==> src/rtl/sreg_pkg.sv <==
package sreg_pkg;

    typedef enum logic [2:0] {
        MODE_OFF      = 3'b000,
        MODE_IN_TMR   = 3'b001,
        MODE_IN_SYS   = 3'b010,
        MODE_IN_EXT   = 3'b011,
        MODE_OUT_FREE = 3'b100,
        MODE_OUT_TMR  = 3'b101,
        MODE_OUT_SYS  = 3'b110,
        MODE_OUT_EXT  = 3'b111
    } sreg_mode_e;

    function automatic logic mode_is_out(input logic [2:0] m);
        return m[2];
    endfunction

    function automatic logic mode_is_free(input logic [2:0] m);
        return m == MODE_OUT_FREE;
    endfunction

    function automatic logic mode_is_ext(input logic [2:0] m);
        return m[1:0] == 2'b11;
    endfunction

    function automatic logic mode_is_internal(input logic [2:0] m);
        return (m != MODE_OFF) && !mode_is_ext(m);
    endfunction

    function automatic logic mode_uses_tick(input logic [2:0] m);
        return (m[1:0] == 2'b01) || mode_is_free(m);
    endfunction

endpackage

==> src/rtl/sreg_sync.sv <==
module sreg_sync #(
    parameter int STAGES  = 2,
    parameter bit RST_VAL = 1'b1
) (
    input  logic clk,
    input  logic rst_n,
    input  logic async_i,
    output logic sync_o
);
    logic [STAGES-1:0] chain_d;
    logic [STAGES-1:0] chain_q;

    for (genvar g = 0; g < STAGES; g++) begin : g_stage
        if (g == 0) begin : g_first
            assign chain_d[g] = async_i;
        end else begin : g_rest
            assign chain_d[g] = chain_q[g-1];
        end
    end

    always_ff @(posedge clk or negedge rst_n) begin
        if (!rst_n) chain_q <= {STAGES{RST_VAL}};
        else        chain_q <= chain_d;
    end

    assign sync_o = chain_q[STAGES-1];
endmodule

==> src/rtl/sreg_clkgen.sv <==
module sreg_clkgen
    import sreg_pkg::*;
(
    input  logic       clk,
    input  logic       rst_n,
    input  logic [2:0] mode_i,
    input  logic       tick_i,
    input  logic       run_i,
    input  logic       ext_clk_i,
    output logic       shift_o,
    output logic       sclk_o,
    output logic       sclk_oe_o
);
    typedef struct packed {
        logic gen;
        logic ext_prev;
    } clk_state_t;

    clk_state_t st_d, st_q;

    always_comb begin
        logic rate_evt;
        logic out_dir;
        st_d     = st_q;
        shift_o  = 1'b0;
        out_dir  = mode_is_out(mode_i);
        rate_evt = mode_uses_tick(mode_i) ? tick_i : 1'b1;
        st_d.ext_prev = ext_clk_i;

        if (mode_is_internal(mode_i)) begin
            // Toggle while a transfer runs, or once more to park the clock high.
            if (rate_evt && (run_i || !st_q.gen)) begin
                st_d.gen = !st_q.gen;
                shift_o  = run_i && (out_dir ? !st_q.gen : st_q.gen);
            end
        end else begin
            st_d.gen = 1'b1;
        end

        if (mode_is_ext(mode_i)) begin
            shift_o = run_i && (out_dir ? (!st_q.ext_prev && ext_clk_i)
                                        : (st_q.ext_prev && !ext_clk_i));
        end
    end

    always_ff @(posedge clk or negedge rst_n) begin
        if (!rst_n) st_q <= '{gen: 1'b1, ext_prev: 1'b1};
        else        st_q <= st_d;
    end

    assign sclk_o    = st_q.gen;
    assign sclk_oe_o = mode_is_internal(mode_i);
endmodule

==> src/rtl/sreg_datapath.sv <==
module sreg_datapath
    import sreg_pkg::*;
#(
    parameter int WIDTH = 8,
    parameter int CNT_W = $clog2(WIDTH)
) (
    input  logic             clk,
    input  logic             rst_n,
    input  logic [2:0]       mode_i,
    input  logic             wr_i,
    input  logic             rd_i,
    input  logic [WIDTH-1:0] wdata_i,
    input  logic             shift_i,
    input  logic             sdata_i,
    output logic [WIDTH-1:0] rdata_o,
    output logic             sdata_o,
    output logic             done_o,
    output logic             run_o
);
    localparam logic [CNT_W-1:0] LAST_BIT = CNT_W'(WIDTH - 1);

    typedef struct packed {
        logic [WIDTH-1:0] sr;
        logic             hold;
        logic [CNT_W-1:0] cnt;
        logic             active;
        logic             done;
    } dp_state_t;

    dp_state_t st_d, st_q;

    always_comb begin
        logic new_bit;
        st_d    = st_q;
        new_bit = mode_is_out(mode_i) ? st_q.hold : sdata_i;

        if (wr_i) begin
            st_d.sr   = wdata_i;
            st_d.hold = wdata_i[WIDTH-1];
        end else if (shift_i) begin
            st_d.sr   = {st_q.sr[WIDTH-2:0], new_bit};
            st_d.hold = st_q.sr[WIDTH-2];
        end

        if (rd_i || wr_i) begin
            st_d.cnt    = '0;
            st_d.active = 1'b1;
            st_d.done   = 1'b0;
        end else if (shift_i && !mode_is_free(mode_i)) begin
            if (st_q.cnt == LAST_BIT) begin
                st_d.cnt    = '0;
                st_d.active = 1'b0;
                st_d.done   = 1'b1;
            end else begin
                st_d.cnt = st_q.cnt + CNT_W'(1);
            end
        end
    end

    always_ff @(posedge clk or negedge rst_n) begin
        if (!rst_n) st_q <= '0;
        else        st_q <= st_d;
    end

    assign rdata_o = st_q.sr;
    assign sdata_o = st_q.hold;
    assign done_o  = st_q.done;
    assign run_o   = st_q.active || mode_is_free(mode_i);
endmodule

==> src/rtl/sreg_top.sv <==
module sreg_top #(
    parameter int WIDTH       = 8,
    parameter int SYNC_STAGES = 2
) (
    input  logic             clk,
    input  logic             rst_n,
    input  logic [2:0]       mode_i,
    input  logic             wr_i,
    input  logic             rd_i,
    input  logic [WIDTH-1:0] wdata_i,
    output logic [WIDTH-1:0] rdata_o,
    input  logic             tick_i,
    input  logic             sclk_i,
    output logic             sclk_o,
    output logic             sclk_oe_o,
    input  logic             sdata_i,
    output logic             sdata_o,
    output logic             sdata_oe_o,
    output logic             done_o
);
    localparam int CNT_W = $clog2(WIDTH);

    logic ext_clk_sync;
    logic shift;
    logic run;

    sreg_sync #(.STAGES(SYNC_STAGES), .RST_VAL(1'b1)) u_sync (
        .clk     (clk),
        .rst_n   (rst_n),
        .async_i (sclk_i),
        .sync_o  (ext_clk_sync)
    );

    sreg_clkgen u_clkgen (
        .clk       (clk),
        .rst_n     (rst_n),
        .mode_i    (mode_i),
        .tick_i    (tick_i),
        .run_i     (run),
        .ext_clk_i (ext_clk_sync),
        .shift_o   (shift),
        .sclk_o    (sclk_o),
        .sclk_oe_o (sclk_oe_o)
    );

    sreg_datapath #(.WIDTH(WIDTH), .CNT_W(CNT_W)) u_dp (
        .clk     (clk),
        .rst_n   (rst_n),
        .mode_i  (mode_i),
        .wr_i    (wr_i),
        .rd_i    (rd_i),
        .wdata_i (wdata_i),
        .shift_i (shift),
        .sdata_i (sdata_i),
        .rdata_o (rdata_o),
        .sdata_o (sdata_o),
        .done_o  (done_o),
        .run_o   (run)
    );

    assign sdata_oe_o = mode_i[2];
endmodule

==> config.mk <==
export PLATFORM = sky130hd
export DESIGN_NAME = sreg_top
export DESIGN_NICKNAME = d
export VERILOG_FILES = /design/src/rtl/sreg_pkg.sv /design/src/rtl/sreg_sync.sv /design/src/rtl/sreg_clkgen.sv /design/src/rtl/sreg_datapath.sv /design/src/rtl/sreg_top.sv
export SDC_FILE = /design/constraint.sdc
export NUM_CORES = 1
export LEC_CHECK = 0
export ABC_CLOCK_PERIOD_IN_PS = 1800
export BUFFER_PORTS_ARGS = -buffer_cell sky130_fd_sc_hd__buf_2
export CORE_MARGIN = 4
export CORE_UTILIZATION = 50
export CTS_CLUSTER_DIAMETER = 40
export DETAILED_ROUTE_END_ITERATION = 10
export PLACE_DENSITY = 0.85
export SLEW_MARGIN = 30
export SYNTH_ARGS = -nofsm -noshare
export SYNTH_HDL_FRONTEND = slang
export SYNTH_SLANG_ARGS = --single-unit
export TNS_END_PERCENT = 1
==> constraint.sdc <==
create_clock -name clk -period 1.8 [get_ports clk]
set_input_delay 0.27 -clock clk [delete_from_list [all_inputs] [get_ports clk]]
set_output_delay 0.27 -clock clk [all_outputs]
set_load 0.02 [all_outputs]
**After elaboration in Yosys (flattened, before gate mapping)**

Cells that the tools add are included.

- Flip-flop bits (word level): 18
- Latch bits: 0
- Memory bits (writable): 0
- Bits in read-only memories: 0
- Input port bits: 18
- Memories: 0

- Add/subtract/negate cells: 1
- Multipliers: 0
- Divide/modulo/power cells: 0
- $lt $le $gt $ge: 0
- Equal/unequal tests: 5
- Shifts and indexed selects: 0
- Mux-type cells: 15
- Bitwise operators: 0
- Reductions and logical operators: 21

Operator list:

| operator | number |
|---|---|
| 9-bit 2-to-1 mux | 2 |
| 5-bit 2-to-1 mux | 2 |
| 1-bit 2-to-1 mux | 9 |
| 1-bit logical AND | 7 |
| 3-bit == test, second input constant | 2 |
| 2-bit nonzero test | 3 |
| 1-bit logical NOT | 5 |
| 1-bit logical OR | 4 |
| 3-bit by 1-bit adder with 3-bit output, second input constant | 1 |
| 3-bit 2-to-1 mux | 1 |
| 3-bit nonzero test | 1 |
| 2-bit by 1-bit == test with 1-bit output, second input constant | 1 |
| 2-bit == test, second input constant | 1 |
| 2-bit 2-to-1 mux | 1 |
| 2-bit by 1-bit inequality test with 1-bit output, second input constant | 1 |
| 2-bit AND reduction | 1 |

**Longest topological paths before layout**

- Word-level depth: 10
- Depth in mapped cells: 5
- Mapped depth without buffers: 5

**Hierarchy**

A second synthesis with hierarchy kept.

- Cell total of the unflattened synthesis: 90
- Area total of the unflattened synthesis: 909.6 um2

Modules (own cells, without submodules):

| module | instances | cells an instance | area each (um2) | seq. area each (um2) |
|---|---|---|---|---|
| sreg_datapath | 1 | 69 | 695.7 | 325.3 |
| sreg_clkgen | 1 | 18 | 153.9 | 52.6 |
| sreg_sync | 1 | 2 | 52.6 | 52.6 |
| sreg_top | 1 | 1 | 7.5 | 0.0 |

**Worst setup path after synthesis**

No wires, ideal clock.

- Path type: register to register
- Start: register u_clkgen.st_q[0] (netlist bit)
- End: register u_dp.st_q, in the netlist u_dp.done_o
- Arrival time: 1.549 ns
- Setup slack: 0.132 ns
- Stages on the path, launching flop included: 6
- Path buffers: 1
- Cells stage by stage: dfstp_2 and3b_1 o211ai_1 clkbuf_1 a211oi_1 o21a_1

- Word-level cells in the longest chain between the ends: 8

Ends and longest elaborated chain:

| what | RTL line | RTL |
|---|---|---|
| start, declared | sreg_clkgen.sv:19 | `clk_state_t st_d, st_q;` |
| start signal, assigned | sreg_clkgen.sv:47 | `if (!rst_n) st_q <= '{gen: 1'b1, ext_prev: 1'b1};` |
| start signal, assigned | sreg_clkgen.sv:48 | `else st_q <= st_d;` |
| 1-bit logical NOT | sreg_clkgen.sv:41 | `shift_o = run_i && (out_dir ? (!st_q.ext_prev && ext_clk_i)` |
| 1-bit logical AND | sreg_clkgen.sv:41 |  |
| 1-bit 2-to-1 mux (*) | sreg_clkgen.sv:41 |  |
| 1-bit logical AND (*) | sreg_clkgen.sv:41 |  |
| 1-bit 2-to-1 mux (*) | sreg_clkgen.sv:40 | `if (mode_is_ext(mode_i)) begin` |
| 1-bit logical AND (*) | sreg_datapath.sv:49 | `end else if (shift_i && !mode_is_free(mode_i)) begin` |
| 2-bit nonzero test (no line) (*) | -- |  |
| 2-bit AND reduction (no line) (*) | -- |  |
| end signal, assigned | sreg_datapath.sv:62 | `else st_q <= st_d;` |
| end, declared | sreg_datapath.sv:30 | `dp_state_t st_d, st_q;` |

Mark *: on every way between the ends. The rest lies on a longest branch, timed or not.
A chain may end at the register's enable or synchronous reset.

**Final worst setup path**

- Start: register u_clkgen.st_q, in the netlist u_clkgen.sclk_o
- End: register u_dp.st_q[3] (netlist bit)

- Word-level cells in the longest chain between the ends: 8

Ends and longest elaborated chain:

| what | RTL line | RTL |
|---|---|---|
| 1-bit logical NOT | sreg_clkgen.sv:32, sreg_clkgen.sv:34 |  |
| 1-bit 2-to-1 mux / 1-bit logical OR (equally long branches) | sreg_clkgen.sv:34, sreg_clkgen.sv:32 |  |
| 1-bit logical AND, on equally long branches | sreg_clkgen.sv:34, sreg_clkgen.sv:32 |  |
| 1-bit 2-to-1 mux (*) | sreg_clkgen.sv:32 | `if (rate_evt && (run_i \|\| !st_q.gen)) begin` |
| 1-bit 2-to-1 mux (*) | sreg_clkgen.sv:30 | `if (mode_is_internal(mode_i)) begin` |
| 1-bit 2-to-1 mux (*) | sreg_clkgen.sv:40 |  |
| 1-bit logical AND (*) | sreg_datapath.sv:49 |  |
| 2-bit nonzero test (no line) (*) | -- |  |

Marks and branches as above.

==> impl_metrics.ini <==
[status]
status = finished, final reports clean

[floorplanning]
die_h_um = 54.5
start_util_pct = 54.0
io_pins = 31
die_area_um2 = 2970
design.core.area_um2 = 2000
fp-row-count = 16
die_w_um = 54.5

[layout]
multi_input_area_um2 = 556
num-fill-cells = 180
drive_gt1_share_pct = 32.8
n_antenna_cell = 0
ff_latch_area_um2 = 430
num-nets-final = 158
area_delta_synth_final_pct = 13.8

[global_routing]
grt.busiest_layer = met2
met2_usage_pct = 27.1
antenna_found_initial = 0
grt_pass1_vias = 876
grt_max_degree = 19
grt_pass1_wl_mm = 3.68
grt_overflow = 0
gr-usage-met1_pct = 21.8
grt.total_usage_pct = 17.4
grt_use_met3_pct = 3.27

[placement]
globalplace.congestion = 0.760
place_hpwl_mm = 1.68
io_buffer_count = 30

[clocking]
clockBufferDepth = 2
cts_tree = done
cts_sinks = 17
cts_setup_buffers = 0
cts-root-buf = clkbuf_4
clk_pin_slew_worst_paths_ns = 0.10
numCtsBuffers = 3
insertion_delay_ns = 0.30
htree_num_levels = 1

[logic_synthesis]
seq_area_frac_synth_pct = 39.8
yosysTopAreaCell = dfrtp_1
synthCells = 113
synth_top_area_share_pct = 30.1
syn-num-nets = 133
synthArstFlopShare_pct = 100
synth_top_flop_cell = dfrtp_1
synth_area_leaders = dfrtp_1, dfstp_2, nand3_1
synth_warnings = 0
synth_edf_count = 0
syn_area_per_cell_um2 = 9.57
synth.distinct_cells = 36
synth_seq_cells = 17
netlist_area_um2 = 1080

[power_and_ir_drop]
leakage_nw = 0.572
p_int_w = 0.000604
combPwrFrac_pct = 28.0
p_sw_w = 0.000299
ir_drop_mv = 0.466
switching_share_pct = 33.1
p_per_area_nw_per_um2 = 734
power_frac_seq_pct = 48.7
pwr-share-clk_pct = 23.3

[worst_setup_path]
end_kind = register
critPathMaxFanout = 6
r2r-end = u_dp.st_q[3]$_DFFE_PN0P_
critPathRequiredTime_ns = 2.03
rrSetupSlack_ns = 0.10
critical_path_class = reg2reg
rr_startpoint = u_clkgen.sclk_o$_DFFE_PN1P_
ff2ff_path_depth = 4
path_cells = xor2_1, o211ai_1, a21oi_2, mux2i_1
start_kind = register
slowest_stage = dfstp_2
slowest_delay_ns = 0.58
arrival_ns = 1.93

[routing]
drtAntennaViolNets = 0
vias = 931
drt-total-wl_mm = 2.25
dr.pass1.iters = 4
drcViolationCount = 0
viasPerCell = 5.68
drt_iter0_drc = 30
drt-wirelength-per-cell_um = 13.7

[timing]
drv_slew = 0
tightest_slew_ns = 0.635
hold_viol = 0
setup_viol = 0
clock_skew_ns = 0.00211
min_period_over_period_pct = 94.3
max_slew_margin_pct = 57.5
clock.fmax_ghz = 0.589
totalNegativeSetupSlack_ns = 0
finalCriticalPeriod_ns = 1.70
whs_ns = 0.0550
rsz0062_at_grt = no

[hold_path]
hold_class = in2reg
worst_hold_path.num_cells = 1
min_from = sclk_i
hold_path_end = u_sync.chain_q[0]$_DFF_PN1_

[flow_run]
timing.max_cap.violations = 0
## cell families (layout without fill, tap and decap cells)
kind of cell	count (synthesis)	after routing	synth area share, %
simple gates	45	45	22.3
compound gates	28	28	21.0
flops	17	17	39.8
mux	4	4	3.82
xor+xnor	2	2	1.62
fa+ha+maj	2	2	2.31
buf+inv	15	39	9.14
## per-stage QoR
stage	util (%)	total power, W	std cells	worst slack (ns)	area [um2]
finish	61.4	0.000903	164	0.102	1230
global route	61.4	0.000950	164	0.00489	1230
CTS	61.3	0.000910	164	0.00638	1230
detailed placement	59.4	0.000696	159	0.0362	1190
global placement	59.4	0.000689	159	0.123	1190
floorplan	-	0.000641	113	0.132	1080
## cell type report
cell class	instances	area share, %
Multi-Input combinational cell	81	45.2
Tap cell	27	2.75
Inverter	2	0.610
Clock buffer	3	1.83
Clock inverter	1	0.407
Sequential cell	17	35.0
Timing Repair Buffer	33	14.2
## layout by cell type (no fill, tap or decap), drive strengths merged, types with 2 or more instances in the layout
cell and count:
inv 2, o21ai 2, nor2 4, ha 2, o211a 2, a21oi 2, nor3 2, dfrtp 13
nand2 9, clkbuf 3, nor2b 9, o211ai 8, a22oi 7, nand3 14, mux2i 3, buf 32
dfstp 4
## power groups by stage
stage	combinational, W	clock (W)	sequential, W
floorplan	0.000190	0	0.000452
global placement	0.000245	0	0.000444
detailed placement	0.000250	0	0.000447
CTS	0.000253	0.000217	0.000440
global route	0.000280	0.000226	0.000444
finish	0.000253	0.000210	0.000440
## routing by layer
layer  routed length (um)  share of wire [%]
met5                    0                  0
met4                   48                2.1
met3                  207                9.2
met2                 1010                 45
met1                  988                 44
## Yosys cell counts, types with 2 or more instances
cell type and number:
nand3_1 14, dfrtp_1 13, buf_4 9, nand2_1 9, nor2b_1 9, o211ai_1 8, a22oi_1 7, dfstp_2 4
nor2_1 4, mux2i_1 3, a21oi_1 2, clkbuf_1 2, ha_1 2, inv_1 2, nor3_1 2, o211a_1 2
o21ai_0 2
## worst max-delay path by stage
stage / from / end / slack (ns) / cells past startpoint
after floorplan: u_clkgen.st_q[0]$_DFF_PN1_ / u_dp.done_o$_DFFE_PN0P_ / 0.13 / 5
after global placement: u_clkgen.sclk_o$_DFFE_PN1P_ / u_dp.st_q[2]$_DFFE_PN0P_ / 0.12 / 4
after detailed placement: u_clkgen.sclk_o$_DFFE_PN1P_ / u_dp.st_q[3]$_DFFE_PN0P_ / 0.04 / 4
after CTS: u_clkgen.sclk_o$_DFFE_PN1P_ / u_dp.st_q[3]$_DFFE_PN0P_ / 0.006 / 4
after global routing: u_clkgen.sclk_o$_DFFE_PN1P_ / u_dp.st_q[3]$_DFFE_PN0P_ / 0.005 / 4
final: u_clkgen.sclk_o$_DFFE_PN1P_ / u_dp.st_q[3]$_DFFE_PN0P_ / 0.10 / 4
## worst max-delay path, delay by kind of cell (launching register included)
| family | cells | cell delay (ns) |
|---|---|---|
| flops | 1 | 0.58 |
| mux | 1 | 0.22 |
| xor+xnor | 1 | 0.19 |
| compound gates | 2 | 0.63 |
## sequential cells by signal, indices dropped and copies added (netlist names)
signal	cells
u_dp.st_q	4
u_clkgen.st_q	1
u_sync.chain_q	2
u_dp.done_o	1
u_clkgen.sclk_o	1
u_dp.rdata_o	8
## repair_timing
action | CTS | global route
setup endpoints to repair | 0 | 3
gates resized for setup | 0 | 1
hold buffers | 1 | 0
endpoints found under the hold margin | 13 | 0
Power figures use the tool's default switching activity.
